## src/rtl/uart_rx_hunt_pkg.sv

```systemverilog
package uart_rx_hunt_pkg;
  typedef enum logic [2:0] {
    ST_IDLE,
    ST_HUNT,
    ST_CHECK,
    ST_DATA,
    ST_STOP
  } rx_state_e;
endpackage

```

## src/rtl/rx_sync.sv

```systemverilog
module rx_sync #(
  parameter int   STAGES  = 2,
  parameter logic RST_VAL = 1'b1
) (
  input  logic clk,
  input  logic rst_n,
  input  logic d_i,
  output logic q_o
);
  logic [STAGES-1:0] stg_q;

  always_ff @(posedge clk or negedge rst_n) begin
    if (!rst_n) stg_q[0] <= RST_VAL;
    else        stg_q[0] <= d_i;
  end

  for (genvar g = 1; g < STAGES; g++) begin : g_stage
    always_ff @(posedge clk or negedge rst_n) begin
      if (!rst_n) stg_q[g] <= RST_VAL;
      else        stg_q[g] <= stg_q[g-1];
    end
  end

  assign q_o = stg_q[STAGES-1];
endmodule

```

## src/rtl/rx_down_ctr.sv

```systemverilog
module rx_down_ctr #(
  parameter int W = 8
) (
  input  logic         clk,
  input  logic         rst_n,
  input  logic         ld_i,
  input  logic [W-1:0] ld_val_i,
  input  logic         dec_i,
  output logic         zero_o
);
  logic [W-1:0] cnt_q;

  always_ff @(posedge clk or negedge rst_n) begin
    if (!rst_n)                      cnt_q <= '0;
    else if (ld_i)                   cnt_q <= ld_val_i;
    else if (dec_i && cnt_q != '0)   cnt_q <= cnt_q - 1'b1;
  end

  assign zero_o = (cnt_q == '0);
endmodule

```

## src/rtl/rx_shreg.sv

```systemverilog
module rx_shreg #(
  parameter int N = 8
) (
  input  logic         clk,
  input  logic         rst_n,
  input  logic         shift_i,
  input  logic         bit_i,
  output logic [N-1:0] data_o
);
  always_ff @(posedge clk or negedge rst_n) begin
    if (!rst_n)       data_o <= '0;
    else if (shift_i) data_o <= {bit_i, data_o[N-1:1]};
  end
endmodule

```

## src/rtl/uart_rx_hunt.sv

```systemverilog
module uart_rx_hunt
  import uart_rx_hunt_pkg::*;
#(
  parameter int BIT_CYC     = 16,
  parameter int TIMEOUT_CYC = 800,
  parameter int DATA_BITS   = 8
) (
  input  logic                 clk,
  input  logic                 rst_n,
  input  logic                 arm_i,
  input  logic                 rxd_i,
  output logic                 done_o,
  output logic                 ok_o,
  output logic                 tmo_o,
  output logic [DATA_BITS-1:0] byte_o
);
  localparam int HALF_CYC = BIT_CYC / 2;
  localparam int BW = $clog2(BIT_CYC + 1);
  localparam int TW = $clog2(TIMEOUT_CYC + 1);
  localparam int IW = $clog2(DATA_BITS + 1);
  localparam logic [BW-1:0] BIT_LD  = BW'(BIT_CYC - 1);
  localparam logic [BW-1:0] HALF_LD = BW'(HALF_CYC - 1);
  localparam logic [TW-1:0] TMO_LD  = TW'(TIMEOUT_CYC - 1);
  localparam logic [IW-1:0] LAST_IDX = IW'(DATA_BITS - 1);

  logic line;
  rx_sync #(.STAGES(2), .RST_VAL(1'b1)) u_sync (
    .clk(clk), .rst_n(rst_n), .d_i(rxd_i), .q_o(line)
  );

  rx_state_e state_q, state_d;

  logic          bt_ld, bt_zero;
  logic [BW-1:0] bt_val;
  rx_down_ctr #(.W(BW)) u_bit_tmr (
    .clk(clk), .rst_n(rst_n), .ld_i(bt_ld), .ld_val_i(bt_val),
    .dec_i(1'b1), .zero_o(bt_zero)
  );

  logic to_ld, to_dec, to_zero;
  rx_down_ctr #(.W(TW)) u_hunt_tmr (
    .clk(clk), .rst_n(rst_n), .ld_i(to_ld), .ld_val_i(TMO_LD),
    .dec_i(to_dec), .zero_o(to_zero)
  );

  logic                 sh_en;
  logic [DATA_BITS-1:0] sh_data;
  rx_shreg #(.N(DATA_BITS)) u_shreg (
    .clk(clk), .rst_n(rst_n), .shift_i(sh_en), .bit_i(line), .data_o(sh_data)
  );

  logic [IW-1:0] idx_q;
  logic          idx_clr, idx_inc;
  logic          fin, fin_ok, fin_tmo;

  always_comb begin
    state_d = state_q;
    bt_ld   = 1'b0;
    bt_val  = BIT_LD;
    to_ld   = 1'b0;
    to_dec  = 1'b0;
    sh_en   = 1'b0;
    idx_clr = 1'b0;
    idx_inc = 1'b0;
    fin     = 1'b0;
    fin_ok  = 1'b0;
    fin_tmo = 1'b0;
    unique case (state_q)
      ST_IDLE: begin
        if (arm_i) begin
          state_d = ST_HUNT;
          to_ld   = 1'b1;
        end
      end
      ST_HUNT: begin
        if (to_zero) begin
          fin     = 1'b1;
          fin_tmo = 1'b1;
          state_d = ST_IDLE;
        end else begin
          to_dec = 1'b1;
          if (!line) begin
            state_d = ST_CHECK;
            bt_ld   = 1'b1;
            bt_val  = HALF_LD;
          end
        end
      end
      ST_CHECK: begin
        if (bt_zero) begin
          if (line) begin
            state_d = ST_HUNT;
          end else begin
            state_d = ST_DATA;
            bt_ld   = 1'b1;
            idx_clr = 1'b1;
          end
        end
      end
      ST_DATA: begin
        if (bt_zero) begin
          sh_en   = 1'b1;
          idx_inc = 1'b1;
          bt_ld   = 1'b1;
          if (idx_q == LAST_IDX) state_d = ST_STOP;
        end
      end
      ST_STOP: begin
        if (bt_zero) begin
          fin     = 1'b1;
          fin_ok  = line;
          state_d = ST_IDLE;
        end
      end
      default: state_d = ST_IDLE;
    endcase
  end

  always_ff @(posedge clk or negedge rst_n) begin
    if (!rst_n) begin
      state_q <= ST_IDLE;
      idx_q   <= '0;
    end else begin
      state_q <= state_d;
      if (idx_clr)      idx_q <= '0;
      else if (idx_inc) idx_q <= idx_q + 1'b1;
    end
  end

  always_ff @(posedge clk or negedge rst_n) begin
    if (!rst_n) begin
      done_o <= 1'b0;
      ok_o   <= 1'b0;
      tmo_o  <= 1'b0;
      byte_o <= '0;
    end else begin
      done_o <= fin;
      if (fin) begin
        ok_o  <= fin_ok;
        tmo_o <= fin_tmo;
        if (!fin_tmo) byte_o <= sh_data;
      end
    end
  end
endmodule

```

## config.mk

```make
export PLATFORM = sky130hd
export DESIGN_NAME = uart_rx_hunt
export DESIGN_NICKNAME = d
export VERILOG_FILES = /design/src/rtl/uart_rx_hunt_pkg.sv /design/src/rtl/rx_sync.sv /design/src/rtl/rx_down_ctr.sv /design/src/rtl/rx_shreg.sv /design/src/rtl/uart_rx_hunt.sv
export SDC_FILE = /design/constraint.sdc
export NUM_CORES = 1
export LEC_CHECK = 0
export BUFFER_PORTS_ARGS = -buffer_cell sky130_fd_sc_hd__buf_4
export CAP_MARGIN = 20
export CELL_PAD_IN_SITES_DETAIL_PLACEMENT = 0
export CELL_PAD_IN_SITES_GLOBAL_PLACEMENT = 1
export CORE_MARGIN = 1.5
export CORE_UTILIZATION = 39
export CTS_CLUSTER_SIZE = 25
export DETAILED_ROUTE_END_ITERATION = 10
export PLACE_DENSITY_LB_ADDON = 0.1
export SETUP_SLACK_MARGIN = 0.02
export SYNTH_ARGS = -nofsm -noshare
export SYNTH_HDL_FRONTEND = slang
export SYNTH_SLANG_ARGS = --single-unit
export TNS_END_PERCENT = 30
```

## constraint.sdc

```tcl
create_clock -name clk -period 2.3 [get_ports clk]
set_input_delay 0.345 -clock clk [delete_from_list [all_inputs] [get_ports clk]]
set_output_delay 0.345 -clock clk [all_outputs]
set_load 0.02 [all_outputs]
```

==> out/summary.txt <==
DIE
-------------------------------------------------------------------------------------
Initial core utilization ...............................................        41.2%
Horizontal die dimension ...............................................      74.1 um
Boundary pin count .....................................................           15
Die Outline Area .......................................................   5490 sq um
Site row count .........................................................           25
Chip height ............................................................      74.1 um
Placeable core region ..................................................   4790 sq um

WORST SETUP PATH
-------------------------------------------------------------------------------------
Register-to-Register Path Depth ........................................            5
Crit path kind ......................................................... register to register
Crit path from ......................................................... u_bit_tmr.cnt_q[0]$_DFFE_PN0P_
Launch instance of the worst register-to-register path ................. u_bit_tmr.cnt_q[0]$_DFFE_PN0P_
Top fanout value on the critical path ..................................            9
Worst Path Required ....................................................      2480 ps
Arrival time of data at the critical path endpoint .....................      2300 ps
Element type at the critical path start ................................     register
Crit-path cells ........................................................ inv_1 -> ha_1 -> or4b_1 -> nor3_4 -> mux2_2
Max incr delay on CP ...................................................       530 ps
Critical path capture point type .......................................     register
Worst path slowest cell ................................................       or4b_1

ROUTING
-------------------------------------------------------------------------------------
Post-detailed-route DRC marker count ...................................            0
Average routed wire per standard cell ..................................      14.4 um
Avg Vias per Cell ......................................................         5.38
Vias ...................................................................         1405
Antenna-violating nets left ............................................            0
DRT iter0 DRCs .........................................................           77
Router iterations before antenna repair ................................            5
Overall routed net length ..............................................      3760 um

RUN
-------------------------------------------------------------------------------------
Max-cap violations .....................................................            0

SYNTH
-------------------------------------------------------------------------------------
Post-synth top area cell ...............................................      dfrtp_1
Area share of the leading cell type in the synthesized netlist .........        52.0%
Synthesized instance count .............................................          168
Number of flip-flops and latches in the synthesized netlist ............           43
Top cells by area in the synthesized netlist ........................... dfrtp_1 52%, mux2_2 9.1%, dfstp_2 2.7%
Cell area after synthesis ..............................................   1970 sq um
Sequential-to-total area share from yosys stat .........................        54.7%
Post-synth ARST share ..................................................         100%
Warning count from the yosys run .......................................            0
Synth Area per Inst ....................................................   11.7 sq um
Synth Flop Type ........................................................      dfrtp_1
Syn nets ...............................................................          175
Unique masters post-synth ..............................................           44
EDFF count, synth ......................................................            0

CLOCKING
-------------------------------------------------------------------------------------
Setup bufs post-CTS ....................................................            0
Clock-pin slew of the registers on the worst-case setup and hold paths .        80 ps
Clock latency at the later pin of the worst-skew pair ..................       290 ps
Maximum number of buffers from clock root to sink ......................            2
CTS tree ...............................................................        built
Number of hold buffers added after cts .................................            0
Number of gates resized after CTS ......................................            0
Number of buffers created by CTS .......................................            5
Sinks on Clock Net .....................................................           43
Root buffer cell .......................................................     clkbuf_8
H-tree lvl count .......................................................            2

GLOBAL ROUTE
-------------------------------------------------------------------------------------
Global router's overall resource usage .................................        15.9%
Total grt overflow .....................................................            0
Number of global-route vias before repair ..............................         1421
First-pass GRT wire length .............................................      6660 um
Antenna violations before repair .......................................            0
Maximum number of pins on one net before global-route repair ...........           44

FINISH
-------------------------------------------------------------------------------------
Leading cell types in the layout, fill and taps excluded ............... 41 x dfrtp_1, 23 x buf_4, 16 x mux2_2, 9 x nor2_1, 9 x o21ai_0
Proportion of layout cells with a drive suffix above 1 .................        28.9%
Most frequent standard cell in the layout excluding fill and tap cells .      dfrtp_1
Area growth syn-to-layout ..............................................        15.9%
Layout Nets ............................................................          200
Post-Layout Inst Area ..................................................   2290 sq um
Number of inserted filler cells in the final layout ....................          445
ANT cells ..............................................................            0

TIMING
-------------------------------------------------------------------------------------
Maximum clock skew at final layout .....................................      8.47 ps
Minimum period implied by the final worst setup slack ..................      2130 ps
Final slew viol count ..................................................            0
RSZ-0062 raised after global routing ...................................        false
Transition time at the pin with the least slew margin ..................       533 ps
Maximum clock frequency ................................................      470 MHz
Max_slew headroom ......................................................        64.5%
Post-route clock period utilization ....................................        92.5%
Total Neg Setup Slack ..................................................         0 ps
Final Hold Viols .......................................................            0
Final setup violating endpoints ........................................            0

WORST HOLD PATH
-------------------------------------------------------------------------------------
Worst min path class ................................................... input port to asynchronous set/reset pin

PLACED DESIGN
-------------------------------------------------------------------------------------
Sum of net half-perimeters after detailed placement ....................      2730 um
I/O Buffers ............................................................           14
Placed Instance Area ...................................................   2200 sq um
Gpl congestion .........................................................        0.826

PWR
-------------------------------------------------------------------------------------
Total power divided by cell area .......................................  917 nW/um^2
Worst IR Drop VDD ......................................................     0.422 mV
Leak Pwr ...............................................................      1.02 nW

RUN STATUS
-------------------------------------------------------------------------------------
Status ................................................................. complete, no violations

critical path: cells and delay by family, from the launching register on:
family / cells / cell delay, ps
adder cells (fa/ha/maj): 1 / 190
buffers and inverters: 1 / 90
flip-flops: 1 / 400
multiplexers: 1 / 390
AND/OR/NAND/NOR: 2 / 950
cells in the mapped netlist (all sizes together) (3+ instances only):
master and count:
o21ai 10, mux2 16, clkbuf 3, dfrtp 41, ha 3, mux2i 3
o211ai 5, nor3 7, inv 7, o31ai 3, nor2 9, nand2b 3
or3 8, nand2 8, nor4 5, a21oi 6, nand3 5
worst paths after layout:
kind                            slack, ps                               to
worst max-delay path                  170    u_shreg.data_o[2]$_DFFE_PN0P_
worst min register to register        360             u_sync.q_o$_DFF_PN1_
worst max register to register        170    u_shreg.data_o[2]$_DFFE_PN0P_
worst min-delay path                   30  u_hunt_tmr.cnt_q[3]$_DFFE_PN0P_
max in group asynchronous            1890             u_sync.q_o$_DFF_PN1_
min in group clk                      160        u_sync.stg_q[0]$_DFF_PN1_
stage by stage:
stage          utilization [%]  std cells  total power, W  hold WS, ps  worst slack (ps)
4_1_cts                   47.8        261         0.00212         41.8               161
3_3_place_gp              46.0        253         0.00162          346               232
6_report                  47.8        261         0.00210         26.3               172
5_1_grt                   47.8        261         0.00226         60.4              50.2
3_5_place_dp              46.0        253         0.00165          349               178
2_1_floorplan                -        168         0.00148         49.4               270
cell type report:
type / instances / area, sq um / area share (%)
inverters: 7 / 26.3 / 1.15
clock inverters: 2 / 12.5 / 0.547
well taps: 67 / 83.8 / 3.67
clock buffers: 6 / 72.6 / 3.17
flip-flops and latches: 43 / 1080 / 47.2
repair buffers: 23 / 173 / 7.55
multi-input cells: 113 / 840 / 36.7
report_power, final:
part / leakage (nW) / internal, W / switching (W) / total [W]
logic: 0.451 / 0.000263 / 0.000286 / 0.000550
clock network: 0.0412 / 0.000212 / 0.000249 / 0.000461
registers: 0.529 / 0.000917 / 0.000169 / 0.00109
metal layers:
metal / up-vias / wire length, um / track usage, %
met5: - / 0 / 0
met4: 0 / 76 / 6.17
met3: 9 / 123 / 4.20
met2: 20 / 1770 / 24.2
met1: 697 / 1790 / 21.6
li1: 679 / - / -
sequential cells by signal, indices dropped and copies added (netlist names):
| register | count |
|---|---|
| idx_q | 4 |
| u_shreg.data_o | 8 |
| u_sync.q_o | 1 |
| tmo_o | 1 |
| done_o | 1 |
| ok_o | 1 |
| u_hunt_tmr.cnt_q | 10 |
| byte_o | 8 |
| u_bit_tmr.cnt_q | 5 |
| state_q | 3 |
| u_sync.stg_q | 1 |
logic make-up after synthesis:
group,after synthesis,synth area share (%)
compound gates,34,11.4
fa+ha+maj,3,1.90
buf+inv,12,2.73
flops,43,54.7
mux,19,10.7
simple gates,57,18.7
Note: power is estimated with default switching activity, not from simulation.
